### src/rtl/lcdt_pkg.sv
`timescale 1ns/1ps
package lcdt_pkg;

  localparam int DATA_W = 16;
  localparam int NIB_N  = DATA_W / 4;

  typedef enum logic [2:0] {
    PNL_MONO4      = 3'd0,
    PNL_MONO8      = 3'd1,
    PNL_DUAL_MONO  = 3'd2,
    PNL_COLOR      = 3'd3,
    PNL_DUAL_COLOR = 3'd4
  } panel_e;

  // Nibble-lane enables for the data bus, lowest nibble first.
  function automatic logic [NIB_N-1:0] lane_en(input logic act, input logic [2:0] pnl);
    logic [NIB_N-1:0] en;
    if (act || (pnl == PNL_DUAL_COLOR)) begin
      en = '1;
    end else if (pnl == PNL_MONO4) begin
      en = NIB_N'(1);
    end else begin
      en = NIB_N'(3);
    end
    return en;
  endfunction

endpackage

### src/rtl/lcdt_span_ctr.sv
`timescale 1ns/1ps
module lcdt_span_ctr #(
  parameter int W = 10
) (
  input  logic         clk,
  input  logic         rst_n,
  input  logic         clr,
  input  logic         step,
  input  logic         sel,
  input  logic [W-1:0] len_sync,
  input  logic [W-1:0] len_back,
  input  logic [W-1:0] len_act,
  input  logic [W-1:0] len_front,
  output logic         last,
  output logic         sync,
  output logic         act_sel
);

  localparam int TW = W + 2;

  logic [TW-1:0] pos_q, pos_d;
  logic [TW-1:0] act_lo, act_hi, total, pos_nxt, probe;

  assign act_lo  = TW'(len_sync) + TW'(len_back);
  assign act_hi  = act_lo + TW'(len_act);
  assign total   = act_hi + TW'(len_front);
  assign last    = (pos_q == (total - TW'(1)));
  assign pos_nxt = last ? '0 : (pos_q + TW'(1));
  assign sync    = (pos_q < TW'(len_sync));
  assign probe   = sel ? pos_nxt : pos_q;
  assign act_sel = (probe >= act_lo) && (probe < act_hi);

  always_comb begin
    pos_d = pos_q;
    if (clr) begin
      pos_d = '0;
    end else if (step) begin
      pos_d = pos_nxt;
    end
  end

  always_ff @(posedge clk or negedge rst_n) begin
    if (!rst_n) begin
      pos_q <= '0;
    end else begin
      pos_q <= pos_d;
    end
  end

endmodule

### src/rtl/lcdt_bias_gen.sv
`timescale 1ns/1ps
module lcdt_bias_gen #(
  parameter int BW = 8
) (
  input  logic          clk,
  input  logic          rst_n,
  input  logic          clr,
  input  logic          wrap,
  input  logic [BW-1:0] period,
  output logic          bias
);

  logic [BW-1:0] cnt_q, cnt_d, limit;
  logic          bias_q, bias_d;

  assign limit = (period == '0) ? '0 : (period - BW'(1));
  assign bias  = bias_q;

  always_comb begin
    cnt_d  = cnt_q;
    bias_d = bias_q;
    if (clr) begin
      cnt_d  = '0;
      bias_d = 1'b0;
    end else if (wrap) begin
      if (cnt_q >= limit) begin
        cnt_d  = '0;
        bias_d = ~bias_q;
      end else begin
        cnt_d = cnt_q + BW'(1);
      end
    end
  end

  always_ff @(posedge clk or negedge rst_n) begin
    if (!rst_n) begin
      cnt_q  <= '0;
      bias_q <= 1'b0;
    end else begin
      cnt_q  <= cnt_d;
      bias_q <= bias_d;
    end
  end

endmodule

### src/rtl/lcdt_pix_lane.sv
`timescale 1ns/1ps
module lcdt_pix_lane #(
  parameter  int DW  = 16,
  localparam int NIB = DW / 4
) (
  input  logic           clk,
  input  logic           rst_n,
  input  logic           clr,
  input  logic           adv,
  input  logic           take,
  input  logic [NIB-1:0] nib_en,
  input  logic [DW-1:0]  din,
  output logic [DW-1:0]  dout,
  output logic           vld
);

  logic vld_q, vld_d;

  always_comb begin
    vld_d = vld_q;
    if (clr) begin
      vld_d = 1'b0;
    end else if (adv) begin
      vld_d = take;
    end
  end

  always_ff @(posedge clk or negedge rst_n) begin
    if (!rst_n) begin
      vld_q <= 1'b0;
    end else begin
      vld_q <= vld_d;
    end
  end

  assign vld = vld_q;

  for (genvar g = 0; g < NIB; g++) begin : g_nib
    logic [3:0] nib_q, nib_d;

    always_comb begin
      nib_d = nib_q;
      if (clr) begin
        nib_d = '0;
      end else if (adv) begin
        nib_d = (take && nib_en[g]) ? din[g*4 +: 4] : 4'h0;
      end
    end

    always_ff @(posedge clk or negedge rst_n) begin
      if (!rst_n) begin
        nib_q <= '0;
      end else begin
        nib_q <= nib_d;
      end
    end

    assign dout[g*4 +: 4] = nib_q;
  end

endmodule

### src/rtl/lcd_timing_gen.sv
`timescale 1ns/1ps
module lcd_timing_gen #(
  parameter int HW = 10,
  parameter int VW = 10,
  parameter int BW = 8
) (
  input  logic          clk,
  input  logic          rst_n,
  input  logic          ctl_en,
  input  logic          cfg_active,
  input  logic [2:0]    cfg_panel,
  input  logic [HW-1:0] cfg_hsync,
  input  logic [HW-1:0] cfg_hback,
  input  logic [HW-1:0] cfg_hact,
  input  logic [HW-1:0] cfg_hfront,
  input  logic [VW-1:0] cfg_vsync,
  input  logic [VW-1:0] cfg_vback,
  input  logic [VW-1:0] cfg_vact,
  input  logic [VW-1:0] cfg_vfront,
  input  logic [BW-1:0] cfg_bias_frames,
  input  logic [15:0]   pix_data,
  input  logic          pix_valid,
  output logic          pix_ready,
  output logic [15:0]   pad_data,
  output logic          pad_pclk,
  output logic          pad_lclk,
  output logic          pad_fclk,
  output logic          pad_bias,
  output logic          pad_oe
);

  import lcdt_pkg::*;

  typedef struct packed {
    logic          act;
    logic [2:0]    pnl;
    logic [HW-1:0] hs, hb, ha, hf;
    logic [VW-1:0] vs, vb, va, vf;
    logic [BW-1:0] bper;
  } shadow_t;

  shadow_t shd_q, shd_d;
  logic    en_q, en_d;
  logic    ph_q, ph_d;
  logic    clr, adv, take, wrap;
  logic    h_last, h_sync, h_act_nxt;
  logic    v_last, v_sync, v_act_sel;
  logic    slot_vld, bias_pol;
  logic [DATA_W-1:0] data_q;

  // Configuration is taken only while disabled (including the enabling edge).
  always_comb begin
    shd_d = shd_q;
    if (!en_q) begin
      shd_d = '{act: cfg_active, pnl: cfg_panel,
                hs: cfg_hsync, hb: cfg_hback, ha: cfg_hact, hf: cfg_hfront,
                vs: cfg_vsync, vb: cfg_vback, va: cfg_vact, vf: cfg_vfront,
                bper: cfg_bias_frames};
    end
  end

  assign clr  = !ctl_en;
  assign en_d = ctl_en;
  assign ph_d = (ctl_en && en_q) ? ~ph_q : 1'b0;
  assign adv  = en_q && ph_q;

  always_ff @(posedge clk or negedge rst_n) begin
    if (!rst_n) begin
      shd_q <= '0;
      en_q  <= 1'b0;
      ph_q  <= 1'b0;
    end else begin
      shd_q <= shd_d;
      en_q  <= en_d;
      ph_q  <= ph_d;
    end
  end

  lcdt_span_ctr #(.W(HW)) u_hspan (
    .clk(clk), .rst_n(rst_n), .clr(clr), .step(adv), .sel(1'b1),
    .len_sync(shd_q.hs), .len_back(shd_q.hb), .len_act(shd_q.ha), .len_front(shd_q.hf),
    .last(h_last), .sync(h_sync), .act_sel(h_act_nxt)
  );

  lcdt_span_ctr #(.W(VW)) u_vspan (
    .clk(clk), .rst_n(rst_n), .clr(clr), .step(adv && h_last), .sel(h_last),
    .len_sync(shd_q.vs), .len_back(shd_q.vb), .len_act(shd_q.va), .len_front(shd_q.vf),
    .last(v_last), .sync(v_sync), .act_sel(v_act_sel)
  );

  assign pix_ready = adv && h_act_nxt && v_act_sel;
  assign take      = pix_ready && pix_valid;
  assign wrap      = adv && h_last && v_last;

  lcdt_pix_lane #(.DW(DATA_W)) u_lane (
    .clk(clk), .rst_n(rst_n), .clr(clr), .adv(adv), .take(take),
    .nib_en(lane_en(shd_q.act, shd_q.pnl)), .din(pix_data),
    .dout(data_q), .vld(slot_vld)
  );

  lcdt_bias_gen #(.BW(BW)) u_bias (
    .clk(clk), .rst_n(rst_n), .clr(clr), .wrap(wrap),
    .period(shd_q.bper), .bias(bias_pol)
  );

  assign pad_oe   = en_q;
  assign pad_data = data_q;
  assign pad_pclk = en_q && ph_q && (shd_q.act || slot_vld);
  assign pad_lclk = en_q && h_sync;
  assign pad_fclk = en_q && v_sync;
  assign pad_bias = en_q && (shd_q.act ? slot_vld : bias_pol);

endmodule

### config.mk
export PLATFORM = sky130hd
export DESIGN_NAME = lcd_timing_gen
export DESIGN_NICKNAME = d
export VERILOG_FILES = /design/src/rtl/lcdt_pkg.sv /design/src/rtl/lcdt_span_ctr.sv /design/src/rtl/lcdt_bias_gen.sv /design/src/rtl/lcdt_pix_lane.sv /design/src/rtl/lcd_timing_gen.sv
export SDC_FILE = /design/constraint.sdc
export NUM_CORES = 1
export LEC_CHECK = 0
export ABC_CLOCK_PERIOD_IN_PS = 9650
export BUFFER_PORTS_ARGS = -buffer_cell sky130_fd_sc_hd__buf_4
export CAP_MARGIN = 20
export CORE_AREA = 8 8 151 153
export DETAILED_ROUTE_END_ITERATION = 10
export DIE_AREA = 0 0 159 161
export PLACE_DENSITY = 0.8
export SKIP_LAST_GASP = 1
export SLEW_MARGIN = 20
export SYNTH_ARGS = -nofsm -noshare
export SYNTH_HDL_FRONTEND = slang
export SYNTH_SLANG_ARGS = --single-unit
export TNS_END_PERCENT = 5
### constraint.sdc
create_clock -name clk -period 9.65 [get_ports clk]
set_clock_uncertainty 0.1 [all_clocks]
set_input_delay 0.4825 -clock clk [delete_from_list [all_inputs] [get_ports clk]]
set_output_delay 0.4825 -clock clk [all_outputs]
set_load 0.03 [all_outputs]
# [Word level (Yosys, flattened, before mapping)]
# Index checks and enable logic that the tools add are counted.
# Widths: inputs -> output; s select.
[totals] ff_bits=144 word_cells=104 input_bits=112 output_inout_bits=22
[op_classes] bitwise=2 mux=32 n_eq_ne=7 n_reduce_logical=22 order_cmp=7 n_addsub=12
[op_table] operator="$mux 12" n=7
[op_table] operator="$mux 4" n=13
[op_table] operator="$add 12x10->12" n=4
[op_table] operator="$mux 8" n=4
[op_table] operator="$add 12x1->12 const B" n=2
[op_table] operator="$eq 12x12->1" n=2
[op_table] operator="$ge 12x12->1" n=2
[op_table] operator="$lt 12x10->1" n=2
[op_table] operator="$lt 12x12->1" n=2
[op_table] operator="$sub 12x1->12 const B" n=2
[op_table] operator="$add 10x10->11" n=2
[op_table] operator="$logic_and 1x1->1" n=17
[op_table] operator="$add 8x1->8 const B" n=1
[op_table] operator="$ge 8x8->1" n=1
[op_table] operator="$logic_not 8->1" n=1
[op_table] operator="$ne 2x1->1 const B" n=4
[op_table] operator="$sub 8x1->8 const B" n=1
[op_table] operator="$mux 1" n=7
[op_table] operator="$eq 3x3->1 const B" n=1
[op_table] operator="$logic_not 3->1" n=1
[op_table] operator="$logic_or 1x1->1" n=2
[op_table] operator="$mux 2" n=1
[op_table] operator="$not 1->1" n=2
[op_table] operator="$reduce_and 2->1" n=1

# [Depth between registers and ports, before layout]
# Gate-level depths: netlist (run 1).
[logic_depth] word_depth=15 ltp_mapped=40 ltp_nobuf=39

# [Hierarchy]
# Synthesis (run 1) repeated with hierarchy kept, for this count alone.
[hier_totals] hier_cells=1241 area_unflattened_um2=11888.9
[by_module_without_submodules] module="lcd_timing_gen" area_per_inst_um2=3632.2 instances=1 seq_area_each_um2=2352.3 cells_each=215
[by_module_without_submodules] module="lcdt_span_ctr at u_vspan" area_per_inst_um2=3383.2 instances=1 seq_area_each_um2=300.3 cells_each=434
[by_module_without_submodules] module="lcdt_span_ctr at u_hspan" area_per_inst_um2=3268.1 instances=1 seq_area_each_um2=300.3 cells_each=423
[by_module_without_submodules] module="lcdt_bias_gen" area_per_inst_um2=825.8 instances=1 seq_area_each_um2=225.2 cells_each=95
[by_module_without_submodules] module="lcdt_pix_lane" area_per_inst_um2=779.5 instances=1 seq_area_each_um2=425.4 cells_each=74

# [Worst setup path after synthesis (run 1)]
# Ideal clock, no wire load.
[synth_timing] path_kind="flip-flop to output port" startpoint="reg shd_q[78] in the netlist's numbering" endpoint="out pix_ready" t_required_ps=9068 path_stages_with_launch=37 t_arrival_ps=7588 slack_ps=1479 n_path_buf=2 cell_sequence="dfrtp_1 ha_1 inv_1 fa_1 nor2b_1 o31a_1 o21ai_1 nand2_1 xor2_1 ha_1 a211o_1 a211o_1 a41oi_1 xnor2_1 or2_2 ha_1 xor2_2 o22ai_1 or4_4 nor3b_2 and2_1 nand2_1 clkbuf_1 a21oi_1 ha_1 nand2b_1 a21o_1 a21o_1 a21o_1 a21o_1 a21o_1 a2111oi_0 o21ai_0 or2_2 nand4_4 buf_8 nor2_1"
[synth_between] elab_chain_len=10 word_cells_on_any_way=15 classes_between="add/sub (4); order compare (4); eq/ne (1); mux (2); reduce/logical (4)"
[synth_lines] item="start, declared" line="lcd_timing_gen.sv:42" rtl="shadow_t shd_q, shd_d;"
[synth_lines] item="start signal, assigned" line="lcd_timing_gen.sv:69" rtl="shd_q <= '0;"
[synth_lines] item="start signal, assigned" line="lcd_timing_gen.sv:73" rtl="shd_q <= shd_d;"
[synth_lines] item="$add 10x10->11 *" line="lcdt_span_ctr.sv:24" rtl="assign act_lo = TW'(len_sync) + TW'(len_back);"
[synth_lines] item="$add 12x10->12" line="lcdt_span_ctr.sv:25" rtl="assign act_hi = act_lo + TW'(len_act);"
[synth_lines] item="$add 12x10->12" line="lcdt_span_ctr.sv:26" rtl="assign total = act_hi + TW'(len_front);"
[synth_lines] item="$sub 12x1->12" line="lcdt_span_ctr.sv:27" rtl="assign last = (pos_q == (total - TW'(1)));"
[synth_lines] item="$eq 12x12->1" line="lcdt_span_ctr.sv:27"
[synth_lines] item="$mux 12" line="lcdt_span_ctr.sv:28" rtl="assign pos_nxt = last ? '0 : (pos_q + TW'(1));"
[synth_lines] item="$ge 12x12->1 / $lt 12x12->1 (equally long branches)" line="lcdt_span_ctr.sv:31" rtl="assign act_sel = (probe >= act_lo) && (probe < act_hi);"
[synth_lines] item="$logic_and 1x1->1" line="lcdt_span_ctr.sv:31"
[synth_lines] item="$logic_and 1x1->1" line="lcd_timing_gen.sv:91" rtl="assign pix_ready = adv && h_act_nxt && v_act_sel;"
[synth_lines] item="$logic_and 1x1->1 *" line="lcd_timing_gen.sv:91"
[synth_lines] item="end, declared" line="lcd_timing_gen.sv:23" rtl="output logic pix_ready,"
# Every way passes the cells marked *; elsewhere a longest branch is shown, timed or not.

# [Worst setup path after layout (run 1)]
# Same ends and word-level chain as after synthesis.

==> results.toml, run 1 <==
[timing]
fin_hold_ws_ns = -0.0291
maxSlewViolCount = 0
min_period_ns = 9.11
hold_viol = 40
worstMarginPinSlew_ns = 1.09
grt_setup_unrepaired = "false"
tns_ns = 0
finalSetupViolCount = 0
max_freq_ghz = 0.110
relSlewSlack = 0.273
period_share = 0.944

[global_route]
grt_pass1_wl_um = 47700
grt_max_degree = 79
grt-ovfl-total = 0
grt_antenna_before_repair = 0
grt_pass1_vias = 9714
grt_usage = 0.225

[floorplanning]
fp.dieArea_um2 = 25600
pin_count = 134
die_h_um = 161
dieWidth_um = 159
rows = 53
core-area_um2 = 20600
initial_core_util = 0.568

[clock_network]
cts_buffers = 17
clock_latency_ns = 0.43
clk_path_buf_depth = 2
cts_max_level = 4
clk_pin_slew_worst_paths_ns = 0.07
cts_tree = "built"
cts.root.buffer_cell = "clkbuf_16"
postCtsHoldBufs = 0
clock-sinks = 144

[drt]
viasPerCell = 5.84
drc = 0
routedWlPerCell_um = 17.5
routed_wl_um = 29300
drtIter0Drc = 746
vias = 9765
antenna_left = 0
first_pass_iters = 5

[finish]
regArea_um2 = 3610
drive_gt1_frac = 0.220
syn2layout_area_growth_pct = 15.9
diodes = 0
multi_input_area_um2 = 7490
fillers = 1661
fin_nets = 1648
fin_cells = 1673

[setup_path]
crit_buf_inv = 2
critPathMaxStageDelay_ns = 0.55
required_ns = 9.07
cp_max_fo = 9
critical_path_arrival_ns = 8.52
crit_top_cell = "a21o_1"
start_kind = "flop"
crit_family = "compound AO/OA/AOI/OAI gates"
critical_path_class = "reg -> out"
end_kind = "output pin"
cp_slowest_cell = "or4_4"

[worst_hold_path]
hold_path.class = "in -> async"

[status]
status = "finished, violations left"
violations = "hold timing"

[yosys]
postSynthAreaPerCell_um2 = 9.29
synth_cell_types = 79
ys.flop_type = "dfrtp_1"
syn-num-nets = 1520
synth-edff-count = 0
yosysSeqAreaShare = 0.309
synthCells = 1257
yosysWarnings = 0
syn-cell-area_um2 = 11700
synthArstFlopShare = 1.00
synth_seq_cells = 144

[pwr]
ir_worst_vdd_v = 0.000154
p_leak_nw = 6.65
pwr_density_cell_nw_per_um2 = 268

[placement]
gp_congestion = 0.967
port_buffers = 133
dp_hpwl_um = 22600
dp.cells = 1634

[flow_run]
maxCapViolations = 0
## cells in the mapped netlist, types with 3 or more instances
cell | number | area share
ha_1 | 145 | 0.16
dfrtp_1 | 144 | 0.31
inv_1 | 115 | 0.037
mux2_2 | 93 | 0.090
nand2_1 | 81 | 0.026
nor2_1 | 81 | 0.026
a21oi_1 | 77 | 0.033
o21ai_0 | 66 | 0.028
xnor2_1 | 45 | 0.034
nand3_1 | 44 | 0.019
a21o_1 | 42 | 0.027
xor2_1 | 34 | 0.026
clkbuf_1 | 29 | 0.0093
nand2b_1 | 25 | 0.013
nor3_1 | 17 | 0.0073
o31ai_1 | 15 | 0.0096
and3_1 | 14 | 0.0075
nor2b_1 | 11 | 0.0059
o21a_1 | 11 | 0.0071
or3_1 | 10 | 0.0054
a211oi_1 | 9 | 0.0058
o211ai_1 | 9 | 0.0058
o31ai_2 | 9 | 0.0096
nand4_1 | 8 | 0.0043
a211o_1 | 7 | 0.0053
and2_1 | 7 | 0.0038
o21bai_1 | 7 | 0.0045
or2_2 | 7 | 0.0038
fa_1 | 6 | 0.010
mux2i_1 | 6 | 0.0051
a31oi_1 | 4 | 0.0021
buf_2 | 4 | 0.0017
o2111ai_1 | 4 | 0.0030
o21ai_1 | 4 | 0.0017
o31a_1 | 4 | 0.0030
a2111oi_0 | 3 | 0.0023
nor4b_1 | 3 | 0.0023
o22ai_1 | 3 | 0.0016
## worst paths after layout
kind                       cells past startpoint             startpoint                                    to  slack, ns
max                                           35  shd_q[78]$_DFFE_PN0N_                             pix_ready       0.54
min                                            1                  rst_n                 shd_q[73]$_DFFE_PN0N_      -0.03
max reg2reg                                   35  shd_q[78]$_DFFE_PN0N_  u_lane.g_nib[0].nib_q[0]$_DFFE_PN0P_       1.28
min reg2reg                                    1         ph_q$_DFF_PN0_                        ph_q$_DFF_PN0_       0.36
max in group asynchronous                      2                  rst_n                 shd_q[11]$_DFFE_PN0N_       8.07
min in group clk                               1                 ctl_en                      pad_oe$_DFF_PN0_       0.09
## sequential cells by signal (all words and copies together), names as in the netlist, 8 cells and up
signal and count:
u_vspan.pos_q 12, shd_q 92, u_bias.cnt_q 8, u_hspan.pos_q 12, u_lane.g_nib.nib_q 16
## what timing repair did
action	in CTS	in global routing
resized for setup	0	6
setup endpoints to repair	0	1
setup buffers	0	6
endpoints found under the hold margin	0	0
## power by group
part | switching, W | internal [W]
Combinational | 0.00133 | 0.000977
Clock | 0.000300 | 0.000338
Sequential | 0.0000355 | 0.000647
## final cells by class
type | count | share of cell area
multi-input combinational | 960 | 0.554
sequential | 144 | 0.267
timing repair buffer | 147 | 0.0819
inverter | 115 | 0.0319
clock buffer | 18 | 0.0317
tap | 275 | 0.0254
clock inverter | 14 | 0.00888
## through the flow
step	setup WS (ns)	cell area, um^2	total power, W	utilization
finish	0.543	13500	0.00363	0.658
global route	0.0343	13500	0.00392	0.658
CTS	0.299	13400	0.00358	0.654
detailed placement	0.798	12900	0.00292	0.627
global placement	0.899	12900	0.00285	0.627
floorplan	1.48	11700	0.00245	-
## placed cells by master, fill, tap and decap left out, types with 7 or more instances in the layout
cell and instances:
a211oi_1 9, nor2b_1 11, nor2_1 81, a211o_1 7, nand3_1 44, ha_1 145
and2_1 7, or3_1 10, o31ai_1 14, nand2_1 81, xnor2_1 43, o211ai_1 9
or2_2 7, buf_4 146, nand2b_1 25, dfrtp_1 143, o31ai_2 10, and3_1 14
xor2_1 33, nor3_1 17, a21oi_1 77, inv_1 115, o21ai_0 65, mux2_2 93
a21o_1 42, o21bai_1 7, clkbuf_16 17, o21a_1 11, nand4_1 8
## per-layer routing
| metal | track usage | up-vias | part of all wire |
|---|---|---|---|
| li1 | - | 4728 | - |
| met1 | 0.294 | 4670 | 0.45 |
| met2 | 0.363 | 320 | 0.45 |
| met3 | 0.0537 | 47 | 0.077 |
| met4 | 0.0720 | 0 | 0.019 |
| met5 | 0 | - | 0 |
## cell families after synthesis
kind of cell,synth area share
buffers and inverters,0.0533
DFF,0.309
and+or+nand+nor,0.141
AOI/OAI and AO/OA,0.172
adders and majority gates,0.166
muxes,0.0949
xor gates and xnor gates,0.0641
Power figures use the tool's default switching activity.
==> inputs of run 2 (changes only) <==
--- a/config.mk
+++ b/config.mk
@@ -5,7 +5,7 @@
 export SDC_FILE = /design/constraint.sdc
 export NUM_CORES = 1
 export LEC_CHECK = 0
-export ABC_CLOCK_PERIOD_IN_PS = 9650
+export ABC_CLOCK_PERIOD_IN_PS = 11600
 export BUFFER_PORTS_ARGS = -buffer_cell sky130_fd_sc_hd__buf_4
 export CAP_MARGIN = 20
 export CORE_AREA = 8 8 151 153
@@ -13,7 +13,6 @@
 export DIE_AREA = 0 0 159 161
 export PLACE_DENSITY = 0.8
 export SKIP_LAST_GASP = 1
-export SLEW_MARGIN = 20
 export SYNTH_ARGS = -nofsm -noshare
 export SYNTH_HDL_FRONTEND = slang
 export SYNTH_SLANG_ARGS = --single-unit
==> constraint.sdc (replaced) <==
create_clock -name clk -period 11.6 [get_ports clk]
set_clock_uncertainty 0.1 [all_clocks]
set_input_delay 0.58 -clock clk [delete_from_list [all_inputs] [get_ports clk]]
set_output_delay 0.58 -clock clk [all_outputs]
set_load 0.03 [all_outputs]
==> run 2 against run 1 <==
  * The run now ends clean
  * Routed wire length down 0.85%
  * Die area unchanged
  * Final cell count down 0.54%
  * First-iteration DRC count down 5.4%
  * Largest cell class unchanged
  * Largest power group unchanged
  * Highest routed layer unchanged
==> results.toml, run 2 (synthesis results as in run 1) <==
[placement]
dpl_cell_area_um2 = 12900
port_buffers = 133
gp_congestion = 0.927
dp.cells = 1631
dp_hpwl_um = 22700

[timing]
grt_setup_unrepaired = "false"
finalSetupViolCount = 0
hold_viol = 0
worstMarginPinSlew_ns = 1.04
period_share = 0.840
relSlewSlack = 0.303
tns_ns = 0
min_period_ns = 9.75
fin_hold_ws_ns = 0.121
maxSlewViolCount = 0
max_freq_ghz = 0.103

[pwr]
p_leak_nw = 6.60
ir_worst_vdd_v = 0.000113
pwr_density_cell_nw_per_um2 = 222

[global_route]
grt-ovfl-total = 0
grt_pass1_wl_um = 47800
grt_antenna_before_repair = 0
grt_max_degree = 88
grt_usage = 0.226
grt_pass1_vias = 9643

[clock_network]
clk_path_buf_depth = 2
postCtsHoldBufs = 0
cts.root.buffer_cell = "clkbuf_16"
cts_max_level = 4
clk_pin_slew_worst_paths_ns = 0.07
cts_tree = "built"
cts_resized = 0
clock-sinks = 144
cts_buffers = 17
clock_latency_ns = 0.43
post_cts_buffers = 0

[drt]
routed_wl_um = 29100
antenna_left = 0
first_pass_iters = 7
drtIter0Drc = 706
vias = 9624
routedWlPerCell_um = 17.5
viasPerCell = 5.78
drc = 0

[floorplanning]
dieWidth_um = 159
die_h_um = 161
rows = 53
core-area_um2 = 20600
pin_count = 134
initial_core_util = 0.568
fp.dieArea_um2 = 25600

[setup_path]
cp_slowest_cell = "or4_4"
critical_path_arrival_ns = 9.07
end_kind = "output pin"
required_ns = 10.92
critPathMaxStageDelay_ns = 0.54
start_kind = "flop"
critical_path_class = "reg -> out"
cp_max_fo = 18
crit_top_cell = "a21o_1"

[finish]
fillers = 1746
drive_gt1_frac = 0.212
regMostFlops = "shd_q"
fin_area_um2 = 13400
syn2layout_area_growth_pct = 15.2
largest_reg_flops = 92
diodes = 0
fin_nets = 1639
reg.largest.list = "shd_q: 92 flops, u_lane.g_nib.nib_q: 16 flops"
final_cell_mix = "ha_1 (145), dfrtp_1 (143), buf_4 (137)"
final_common_cell = "ha_1"
fin_cells = 1664

[flow_run]
maxCapViolations = 0

[worst_hold_path]
hold_path.class = "in -> async"

[status]
status = "completed"
[run 2: cell count changes in the layout (fill, tap and decap cells not counted), moves of 2 or more]
| cell | delta |
|---|---|
| xnor2_2 | -2 |
| xnor2_1 | +2 |
| clkinv_4 | -2 |
| buf_4 | -9 |
[run 2: path summary, 6_finish.rpt]
| kind | slack (ns) | depth (start not counted) | to | start |
|---|---|---|---|---|
| max | 1.85 | 34 | pix_ready | shd_q[68]$_DFFE_PN0N_ |
| min | 0.12 | 1 | shd_q[83]$_DFFE_PN0N_ | rst_n |
| max reg2reg | 2.86 | 33 | u_lane.g_nib[0].nib_q[1]$_DFFE_PN0P_ | shd_q[68]$_DFFE_PN0N_ |
| min reg2reg | 0.35 | 1 | ph_q$_DFF_PN0_ | ph_q$_DFF_PN0_ |
| max in group asynchronous | 9.94 | 2 | pad_oe$_DFF_PN0_ | rst_n |
| min in group clk | 0.21 | 1 | pad_oe$_DFF_PN0_ | ctl_en |
[run 2: cell type report]
cell class | instances | area, um^2 | share of cell area
clock buffers | 18 | 429 | 0.0319
inverters | 115 | 432 | 0.0321
multi-input cells | 960 | 7450 | 0.554
clock inverters | 14 | 148 | 0.0110
flip-flops and latches | 144 | 3610 | 0.268
well taps | 275 | 344 | 0.0256
repair buffers | 138 | 1040 | 0.0773
[run 2: worst max-delay path: cells and delay by family, from the launching register on]
kind | cells | cell delay, ns
compound gates | 14 | 2.99
simple gates | 10 | 2.63
fa+ha+maj | 5 | 1.58
xor+xnor | 3 | 0.79
flops | 1 | 0.37
buf+inv | 2 | 0.26
[run 2: stage by stage]
| stage | utilization | power, W | setup slack, ns |
|---|---|---|---|
| final | 0.654 | 0.00299 | 1.85 |
| after global routing | 0.654 | 0.00326 | 1.10 |
| after CTS | 0.654 | 0.00298 | 1.93 |
| after detailed placement | 0.626 | 0.00242 | 2.42 |
| after global placement | 0.626 | 0.00236 | 2.68 |
| after floorplan | - | 0.00204 | 3.33 |
[run 2: per-layer routing]
| metal | GRT usage | wire length, um |
|---|---|---|
| met2 | 0.369 | 13400 |
| met3 | 0.0433 | 2020 |
| met5 | 0 | 0 |
| met4 | 0.0596 | 418 |
| met1 | 0.303 | 13200 |
[run 2: where the power goes]
| group | switching, W | internal [W] |
|---|---|---|
| clock | 0.000244 | 0.000303 |
| sequential | 0.0000305 | 0.000538 |
| combinational | 0.00108 | 0.000793 |
| total | 0.00135 | 0.00163 |
==> inputs of run 3 (changes only) <==
--- a/config.mk
+++ b/config.mk
@@ -5,7 +5,7 @@
 export SDC_FILE = /design/constraint.sdc
 export NUM_CORES = 1
 export LEC_CHECK = 0
-export ABC_CLOCK_PERIOD_IN_PS = 11600
+export ABC_CLOCK_PERIOD_IN_PS = 9400
 export BUFFER_PORTS_ARGS = -buffer_cell sky130_fd_sc_hd__buf_4
 export CAP_MARGIN = 20
 export CORE_AREA = 8 8 151 153
==> constraint.sdc (replaced) <==
create_clock -name clk -period 9.4 [get_ports clk]
set_clock_uncertainty 0.1 [all_clocks]
set_input_delay 0.47 -clock clk [delete_from_list [all_inputs] [get_ports clk]]
set_output_delay 0.47 -clock clk [all_outputs]
set_load 0.03 [all_outputs]
==> run 3 against run 2 <==
  * Register-to-register slack lost 1.7 ns
  * Total power increased by 32%
  * Largest power group unchanged
  * Die area unchanged
  * Final area rose by 2.0%
  * Sequential share of layout area decreased by 0.52 points
  * Non-clock buffer count up 12
  * First-iteration DRC count rose by 2.3%
  * Routed wire length up 2.9%
==> results.toml, run 3 (synthesis results as in run 1) <==
[timing]
worstMarginPinSlew_ns = 1.13
relSlewSlack = 0.246
hold_viol = 0
fin_hold_ws_ns = 0.0789
finalSetupViolCount = 0
maxSlewViolCount = 0
min_period_ns = 8.95
timing.final.ws_setup_ns = 0.454
period_share = 0.952
max_freq_ghz = 0.112

[drt]
drtIter0Drc = 722
viasPerCell = 5.84
routed_wl_um = 29900
drc = 0
met1_length_um = 13300
top_layer = "met4"
antenna_left = 0
routedWlPerCell_um = 17.8
first_pass_iters = 6
vias = 9784
dr_wl_met3_um = 2210
wl_met2_um = 13800

[finish]
fillers = 1643
reg.largest.list = "shd_q: 92 flops, u_lane.g_nib.nib_q: 16 flops"
regMostFlops = "shd_q"
syn2layout_area_growth_pct = 17.5
final_common_cell = "buf_4"
diodes = 0
largest_reg_flops = 92
drive_gt1_frac = 0.231
final_cell_mix = "buf_4 (148), ha_1 (145), dfrtp_1 (143)"
fin_nets = 1651

[setup_path]
critical_path_class = "reg -> out"
critPathMaxStageDelay_ns = 0.48
cp_slowest_cell = "xor3_2"
crit_top_cell = "ha_1"
critical_path_arrival_ns = 8.38
required_ns = 8.83
start_kind = "flop"
end_kind = "output pin"
cp_max_fo = 10
crit_buf_inv = 3
crit_family = "compound AO/OA/AOI/OAI gates"

[floorplanning]
fp.dieArea_um2 = 25600
initial_core_util = 0.568
core-area_um2 = 20600
dieWidth_um = 159
pin_count = 134
rows = 53
die_h_um = 161

[clock_network]
cts.root.buffer_cell = "clkbuf_16"
cts_buffers = 17
clock_latency_ns = 0.43
cts_max_level = 4
cts_tree = "built"
clock-sinks = 144
clk_path_buf_depth = 2
clk_pin_slew_worst_paths_ns = 0.07

[global_route]
grt_pass1_vias = 9857
grt_usage = 0.230
grt_pass1_wl_um = 48700
grt-ovfl-total = 0
grt_antenna_before_repair = 0
grt_max_degree = 76

[placement]
gp_congestion = 0.939
port_buffers = 133
post-place-ws_ns = 0.464
dp_hpwl_um = 22900

[status]
status = "completed"

[pwr]
pwr_density_cell_nw_per_um2 = 287
p_leak_nw = 6.73
ir_worst_vdd_v = 0.000148

[worst_hold_path]
hold_path.class = "in -> reg"

[flow_run]
maxCapViolations = 0
[run 3: cell types whose count changed in the layout (fill, tap and decap cells not counted), moves of 2 or more]
cell and change:
clkinv_4 +4, buf_4 +11, clkinvlp_4 -4, clkbuf_8 +2
inv_8 +2, xnor2_2 +5, o21ai_1 +2, xnor2_1 -5
xor2_1 -2, o21ai_0 -2, inv_6 -2
[run 3: routing by layer]
| layer | GRT usage | vias up |
|---|---|---|
| li1 | - | 4734 |
| met1 | 0.296 | 4684 |
| met2 | 0.370 | 317 |
| met3 | 0.0626 | 49 |
| met4 | 0.0720 | 0 |
| met5 | 0 | - |
[run 3: what timing repair did]
action	4_1_cts	5_1_grt
hold buffers	1	0
resized for setup	1	22
buffers inserted	0	9
pin swaps	0	1
hold endpoints to repair	69	0
setup endpoints to repair	1	1
[run 3: report_power, final]
part           total, W  switching, W  internal [W]
clock          0.000730      0.000313      0.000417
combinational   0.00250       0.00144       0.00106
sequential     0.000703     0.0000394      0.000664
total           0.00393       0.00179       0.00214
[run 3: final timing paths]
| check | startpoint | endpoint | slack [ns] | depth (start not counted) |
|---|---|---|---|---|
| setup / recovery | shd_q[78]$_DFFE_PN0N_ | pix_ready | 0.45 | 35 |
| hold / removal | ctl_en | pad_oe$_DFF_PN0_ | 0.08 | 1 |
| setup reg to reg | shd_q[78]$_DFFE_PN0N_ | u_lane.g_nib[0].nib_q[0]$_DFFE_PN0P_ | 1.21 | 35 |
| hold reg to reg | ph_q$_DFF_PN0_ | ph_q$_DFF_PN0_ | 0.35 | 1 |
| max in group asynchronous | rst_n | shd_q[14]$_DFFE_PN0N_ | 7.26 | 3 |
| min in group asynchronous | rst_n | shd_q[73]$_DFFE_PN0N_ | 0.52 | 2 |
[run 3: worst register-to-register path: cells and delay by family (launching register included)]
kind	cells	cell delay, ns
AO/OA/AOI/OAI	15	3.02
adder cells (fa/ha/maj)	6	1.76
AND/OR/NAND/NOR	7	1.31
XOR/XNOR	4	1.22
flip-flops	1	0.37
buffers and inverters	3	0.29
[run 3: area by class of cell]
| class | instances | area [um^2] | share of cell area |
|---|---|---|---|
| Multi-Input combinational cell | 960 | 7580 | 0.553 |
| Inverter | 115 | 432 | 0.0315 |
| Clock inverter | 13 | 166 | 0.0121 |
| Timing Repair Buffer | 150 | 1130 | 0.0826 |
| Tap cell | 275 | 344 | 0.0251 |
| Clock buffer | 19 | 453 | 0.0330 |
| Sequential cell | 144 | 3610 | 0.263 |
[run 3: through the flow]
| stage | TNS (ns) | total power (W) | cells | instance area (um^2) | util |
|---|---|---|---|---|---|
| after floorplan | 0 | 0.00251 | 1257 | 11700 | - |
| after global placement | 0 | 0.00292 | 1634 | 12900 | 0.627 |
| after detailed placement | 0 | 0.00301 | 1634 | 12900 | 0.627 |
| after CTS | 0 | 0.00376 | 1667 | 13500 | 0.658 |
| after global routing | -0.0384 | 0.00423 | 1676 | 13700 | 0.667 |
| final | 0 | 0.00393 | 1676 | 13700 | 0.667 |
